## src/rtl/arb_pkg.sv

```systemverilog
package arb_pkg;
  typedef enum logic [1:0] {
    ST_IDLE   = 2'd0,
    ST_EVAL   = 2'd1,
    ST_SAMPLE = 2'd2
  } arbState_e;

  typedef struct packed {
    logic load;    // start accepted: capture request, drive identifier
    logic eval;    // recompute drive against the lines
    logic sample;  // latch winner, release the lines
  } arbStrb_t;
endpackage

```

## src/rtl/arb_ctrl.sv

```systemverilog
module arb_ctrl
  import arb_pkg::*;
#(
  parameter int SETTLE = 4
) (
  input  logic     clk,
  input  logic     rstN,
  input  logic     startArb,
  output arbStrb_t strb,
  output logic     resultValid
);
  localparam int CW = (SETTLE > 1) ? $clog2(SETTLE) : 1;
  localparam logic [CW-1:0] LAST = CW'(SETTLE - 1);

  arbState_e state;
  logic [CW-1:0] cnt;

  always_comb begin
    strb.load   = (state == ST_IDLE) && startArb;
    strb.eval   = (state == ST_EVAL);
    strb.sample = (state == ST_SAMPLE);
  end

  always_ff @(posedge clk or negedge rstN) begin
    if (!rstN) begin
      state       <= ST_IDLE;
      cnt         <= '0;
      resultValid <= 1'b0;
    end else begin
      resultValid <= strb.sample;
      unique case (state)
        ST_IDLE: if (startArb) begin
          state <= ST_EVAL;
          cnt   <= '0;
        end
        ST_EVAL: if (cnt == LAST) state <= ST_SAMPLE;
                 else cnt <= cnt + 1'b1;
        ST_SAMPLE: state <= ST_IDLE;
        default: state <= ST_IDLE;
      endcase
    end
  end

  p_pulse_r5: assert property (@(posedge clk) disable iff (!rstN)
    resultValid |=> !resultValid);
  p_busy_ignore_r8: assert property (@(posedge clk) disable iff (!rstN)
    (state == ST_EVAL && startArb) |=> (state != ST_IDLE));
endmodule

```

## src/rtl/arb_node.sv

```systemverilog
module arb_node
  import arb_pkg::*;
#(
  parameter int IDW = 4
) (
  input  logic           clk,
  input  logic           rstN,
  input  arbStrb_t       strb,
  input  logic           reqIn,
  input  logic [IDW-1:0] myId,
  input  logic [IDW-1:0] busIn,
  output logic [IDW-1:0] driveOut,
  output logic           wonOut
);
  logic           reqHeld;
  logic [IDW-1:0] nextDrive;

  // Compare from MSB down; once a foreign 1 is seen above, lower bits drop.
  always_comb begin
    logic blocked;
    blocked = 1'b0;
    for (int i = IDW - 1; i >= 0; i--) begin
      nextDrive[i] = myId[i] & ~blocked;
      blocked      = blocked | (busIn[i] & ~myId[i]);
    end
  end

  always_ff @(posedge clk or negedge rstN) begin
    if (!rstN) begin
      reqHeld  <= 1'b0;
      driveOut <= '0;
      wonOut   <= 1'b0;
    end else if (strb.load) begin
      reqHeld  <= reqIn;
      driveOut <= reqIn ? myId : '0;
      wonOut   <= 1'b0;
    end else if (strb.eval) begin
      driveOut <= reqHeld ? nextDrive : '0;
    end else if (strb.sample) begin
      wonOut   <= reqHeld && (busIn == myId);
      driveOut <= '0;
      reqHeld  <= 1'b0;
    end
  end

  p_own_bits_r2: assert property (@(posedge clk) disable iff (!rstN)
    (driveOut & ~myId) == '0);
  p_idle_quiet_r2: assert property (@(posedge clk) disable iff (!rstN)
    (strb.load && !reqIn) |=> (driveOut == '0));
  p_withdraw_r3: assert property (@(posedge clk) disable iff (!rstN)
    (strb.eval && reqHeld && busIn[IDW-1] && !myId[IDW-1])
      |=> (driveOut[IDW-2:0] == '0));
endmodule

```

## src/rtl/arb_datapath.sv

```systemverilog
module arb_datapath
  import arb_pkg::*;
#(
  parameter int NODES = 4,
  parameter int IDW   = 4
) (
  input  logic                 clk,
  input  logic                 rstN,
  input  arbStrb_t             strb,
  input  logic [NODES-1:0]     reqVec,
  input  logic [NODES*IDW-1:0] nodeIds,
  output logic [IDW-1:0]       busLines,
  output logic [NODES-1:0]     wonVec,
  output logic [IDW-1:0]       winId
);
  logic [IDW-1:0] drives [NODES];

  for (genvar k = 0; k < NODES; k++) begin : g_node
    arb_node #(.IDW(IDW)) uNode (
      .clk     (clk),
      .rstN    (rstN),
      .strb    (strb),
      .reqIn   (reqVec[k]),
      .myId    (nodeIds[k*IDW +: IDW]),
      .busIn   (busLines),
      .driveOut(drives[k]),
      .wonOut  (wonVec[k])
    );
  end

  // Wired-OR of all node drives.
  always_comb begin
    busLines = '0;
    for (int k = 0; k < NODES; k++) busLines = busLines | drives[k];
  end

  always_ff @(posedge clk or negedge rstN) begin
    if (!rstN)            winId <= '0;
    else if (strb.load)   winId <= '0;
    else if (strb.sample) winId <= busLines;
  end

  p_one_winner_r6: assert property (@(posedge clk) disable iff (!rstN)
    $countones(wonVec) <= 1);
  p_release_r10: assert property (@(posedge clk) disable iff (!rstN)
    strb.sample |=> (busLines == '0));
endmodule

```

## src/rtl/dist_arb_top.sv

```systemverilog
module dist_arb_top
  import arb_pkg::*;
#(
  parameter int NODES  = 4,
  parameter int IDW    = 4,
  parameter int SETTLE = 4
) (
  input  logic                 clk,
  input  logic                 rstN,
  input  logic                 startArb,
  input  logic [NODES-1:0]     reqVec,
  input  logic [NODES*IDW-1:0] nodeIds,
  output logic [IDW-1:0]       busLines,
  output logic [NODES-1:0]     wonVec,
  output logic [IDW-1:0]       winId,
  output logic                 resultValid
);
  arbStrb_t strb;

  arb_ctrl #(.SETTLE(SETTLE)) uCtrl (
    .clk        (clk),
    .rstN       (rstN),
    .startArb   (startArb),
    .strb       (strb),
    .resultValid(resultValid)
  );

  arb_datapath #(.NODES(NODES), .IDW(IDW)) uDp (
    .clk     (clk),
    .rstN    (rstN),
    .strb    (strb),
    .reqVec  (reqVec),
    .nodeIds (nodeIds),
    .busLines(busLines),
    .wonVec  (wonVec),
    .winId   (winId)
  );
endmodule

```

## config.mk

```make
export PLATFORM = sky130hd
export DESIGN_NAME = dist_arb_top
export DESIGN_NICKNAME = d
export VERILOG_FILES = /design/src/rtl/arb_pkg.sv /design/src/rtl/arb_ctrl.sv /design/src/rtl/arb_node.sv /design/src/rtl/arb_datapath.sv /design/src/rtl/dist_arb_top.sv
export SDC_FILE = /design/constraint.sdc
export NUM_CORES = 1
export LEC_CHECK = 0
export ABC_CLOCK_PERIOD_IN_PS = 1800
export BUFFER_PORTS_ARGS = -buffer_cell sky130_fd_sc_hd__buf_2
export CAP_MARGIN = 20
export CORE_MARGIN = 2
export CORE_UTILIZATION = 45
export DETAILED_ROUTE_END_ITERATION = 8
export PLACE_DENSITY = 0.72
export REMOVE_ABC_BUFFERS = 1
export SETUP_SLACK_MARGIN = 0.5
export SLEW_MARGIN = 20
export SYNTH_ARGS = -nofsm -noshare
export SYNTH_HDL_FRONTEND = slang
export SYNTH_SLANG_ARGS = --single-unit
```

## constraint.sdc

```tcl
create_clock -name clk -period 1.8 [get_ports clk]
set_input_delay 0.18 -clock clk [delete_from_list [all_inputs] [get_ports clk]]
set_output_delay 0.18 -clock clk [all_outputs]
set_load 0.05 [all_outputs]
```

==> out/qor.yml <==
sta:
  hold_viol: 0
  fin_crit_ps: 1900
  finalClockSkew_ps: 4.69
  worst_slack_ps: -97.6
  max_clock_freq_mhz: 527
  grt_setup_unrepaired: "yes"
  finalSetupViolCount: 2
  fin_crit_sh: 1.05
  drv_slew: 0
  tightest_slew_ps: 764
  slew_headroom: 0.491
layout:
  nFillCells: 280
  area_growth_pct: 46.4
  finalNetCount: 299
  n_antenna_cell: 0
  layout-drive-gt1-share: 0.456
detailed_routing:
  dr.pass1.iters: 4
  routed_wl_um: 5490
  wl_per_cell_um: 17.7
  drt_iter0_drc: 122
  ant_nets: 0
  vias_per_cell: 5.78
  route.detailed.drc: 0
  vias: 1798
setup_path:
  critPathMaxFanout: 4
  rrSetupSlack_ps: -100
  cp_cell_sequence: "or4_4 -> ha_1 -> nor2_1 -> nand4_1 -> o311ai_1"
  end_kind: "flip-flop"
  crit_buf_inv: 0
  arrival_ps: 2100
  slowest_delay_ps: 600
  path_class: "reg -> reg"
  worst_ep_required_time_ps: 2010
  cp_slowest_cell: "or4_4"
  start_kind: "flip-flop"
  critical_path.top_delay_family: "simple AND/OR/NAND/NOR gates"
grt:
  gr-total-overflow: 0
  grtUsageTotal: 0.223
  grt_pass1_wl_um: 8360
  grt_max_degree: 34
  antenna_found_initial: 0
  grt_pass1_vias: 1717
synthesis:
  synth_ff_type: "dfrtp_1"
  synth_most_common_cell: "dfrtp_1"
  synth_edf_count: 0
  yosys_register_bits: 33
  synth_common_cells: "33 x dfrtp_1, 23 x inv_1, 16 x ha_1"
  synth-async-reset-ratio: 1.00
  ys_warn_count: 0
  synth.cell_area_mm2: 0.00191
  yosysSeqAreaShare: 0.432
  synth_top_area_cell: "dfrtp_1"
  syn_inst: 196
  synth.top_cell.area_share: 0.432
  synth_area_leaders: "dfrtp_1 43%, ha_1 10%, inv_1 4.5%, o21ai_0 3.4%, a22o_1 3.2%"
  syn_area_per_cell_um2: 9.75
  ys_types: 34
floorplanning:
  dieArea_mm2: 0.00478
  start_util: 0.471
  ioPinCount: 36
  die_y_um: 69.2
  coreArea_mm2: 0.00406
  die_w_um: 69.2
  rows: 23
outcome:
  status: "finished with violations"
  violations: "setup timing"
clock_tree:
  cts_buffers: 5
  cts_tree: "yes"
  clk_pin_slew_ps: 70
  h-tree-depth: 2
  cts_sinks: 33
  clk_latency_ps: 300
  clock_path_buffers: 2
  cts-root-buf: "clkbuf_8"
place:
  routabilityCongestion: 0.891
  dpl.hpwl_um: 3450
  io_buffer_count: 35
  place_ws_ps: -197
hold_path:
  holdCritPathClass: "in -> reg"
flow_run:
  cap_violations: 0
## metal layers
layer / track usage / vias to the layer above / wire length [µm]
met4: 0.102 / 0 / 136
met1: 0.281 / 879 / 2280
met2: 0.353 / 71 / 2720
met5: 0 / - / 0
li1: - / 835 / -
met3: 0.0658 / 13 / 351
## metrics by stage
stage / cell area [µm²] / hold WS, ps / util / TNS (ps) / instances
finish: 2800 / 116 / 0.689 / -169 / 311
floorplan: 1850 / -116 / - / -2770 / 184
global route: 2800 / 134 / 0.689 / -485 / 311
global placement: 2200 / 285 / 0.541 / -291 / 284
CTS: 2570 / 117 / 0.633 / -168 / 303
detailed placement: 2200 / 286 / 0.541 / -814 / 284
## worst paths after layout
kind | cells past startpoint | endpoint | from
worst max-delay path | 5 | uDp.g_node[3].uNode.driveOut[0] | uDp.g_node[0].uNode.driveOut[3]
worst min-delay path | 2 | uDp.g_node[2].uNode.driveOut[2] | nodeIds[10]
worst max register to register | 5 | uDp.g_node[3].uNode.driveOut[0] | uDp.g_node[0].uNode.driveOut[3]
worst min register to register | 2 | uDp.g_node[0].uNode.driveOut[2] | uDp.g_node[0].uNode.driveOut[2]
max in group asynchronous | 2 | uDp.g_node[3].uNode.wonOut | rstN
min in group asynchronous | 2 | uDp.g_node[1].uNode.driveOut[2] | rstN
## what timing repair did
item / in CTS / in global routing
hold buffers: 1 / 0
buffers inserted: 10 / 8
setup endpoints to repair: 35 / 36
pin swaps: 18 / 28
endpoints found under the hold margin: 33 / 0
gates resized for setup: 47 / 42
## kinds of logic (layout without fill, tap and decap cells)
logic type,Yosys count,count (layout),synth area share
compound gates,55,55,0.204
simple gates,48,48,0.136
buf+inv,35,100,0.0786
flops,33,33,0.432
fa+ha+maj,16,16,0.105
mux,5,5,0.0262
xor+xnor,4,4,0.0183
## layout make-up
type	count	area, µm²	area share
Inverter	23	86.3	0.0309
Sequential cell	33	826	0.295
Clock inverter	1	5.00	0.00179
Multi-Input combinational cell	128	1200	0.430
Tap cell	50	62.6	0.0224
Timing Repair Buffer	69	518	0.185
Clock buffer	7	96.3	0.0344
## flip-flops by register name (all words and copies together), names as in the netlist
signal / cells
uDp.winId: 4
uDp.g_node.uNode.reqHeld: 4
uCtrl.resultValid: 1
uDp.g_node.uNode.wonOut: 4
uDp.g_node.uNode.driveOut: 16
uCtrl.cnt: 2
uCtrl.state: 2
## cells in the final DEF (no fill, tap or decap), types with 6 or more instances in the layout
cell type / synthesis / routed
buf_6: 0 / 16
o31ai_1: 8 / 7
nand2_1: 10 / 8
dfrtp_1: 33 / 33
ha_1: 16 / 7
buf_2: 3 / 31
a22o_1: 7 / 7
clkbuf_8: 0 / 7
a21oi_1: 8 / 6
nor2_1: 12 / 8
ha_4: 0 / 9
buf_4: 4 / 19
inv_1: 23 / 18
Power is not shown: default switching activity piles up to over one toggle a cycle in this logic, so the estimate is an artifact.
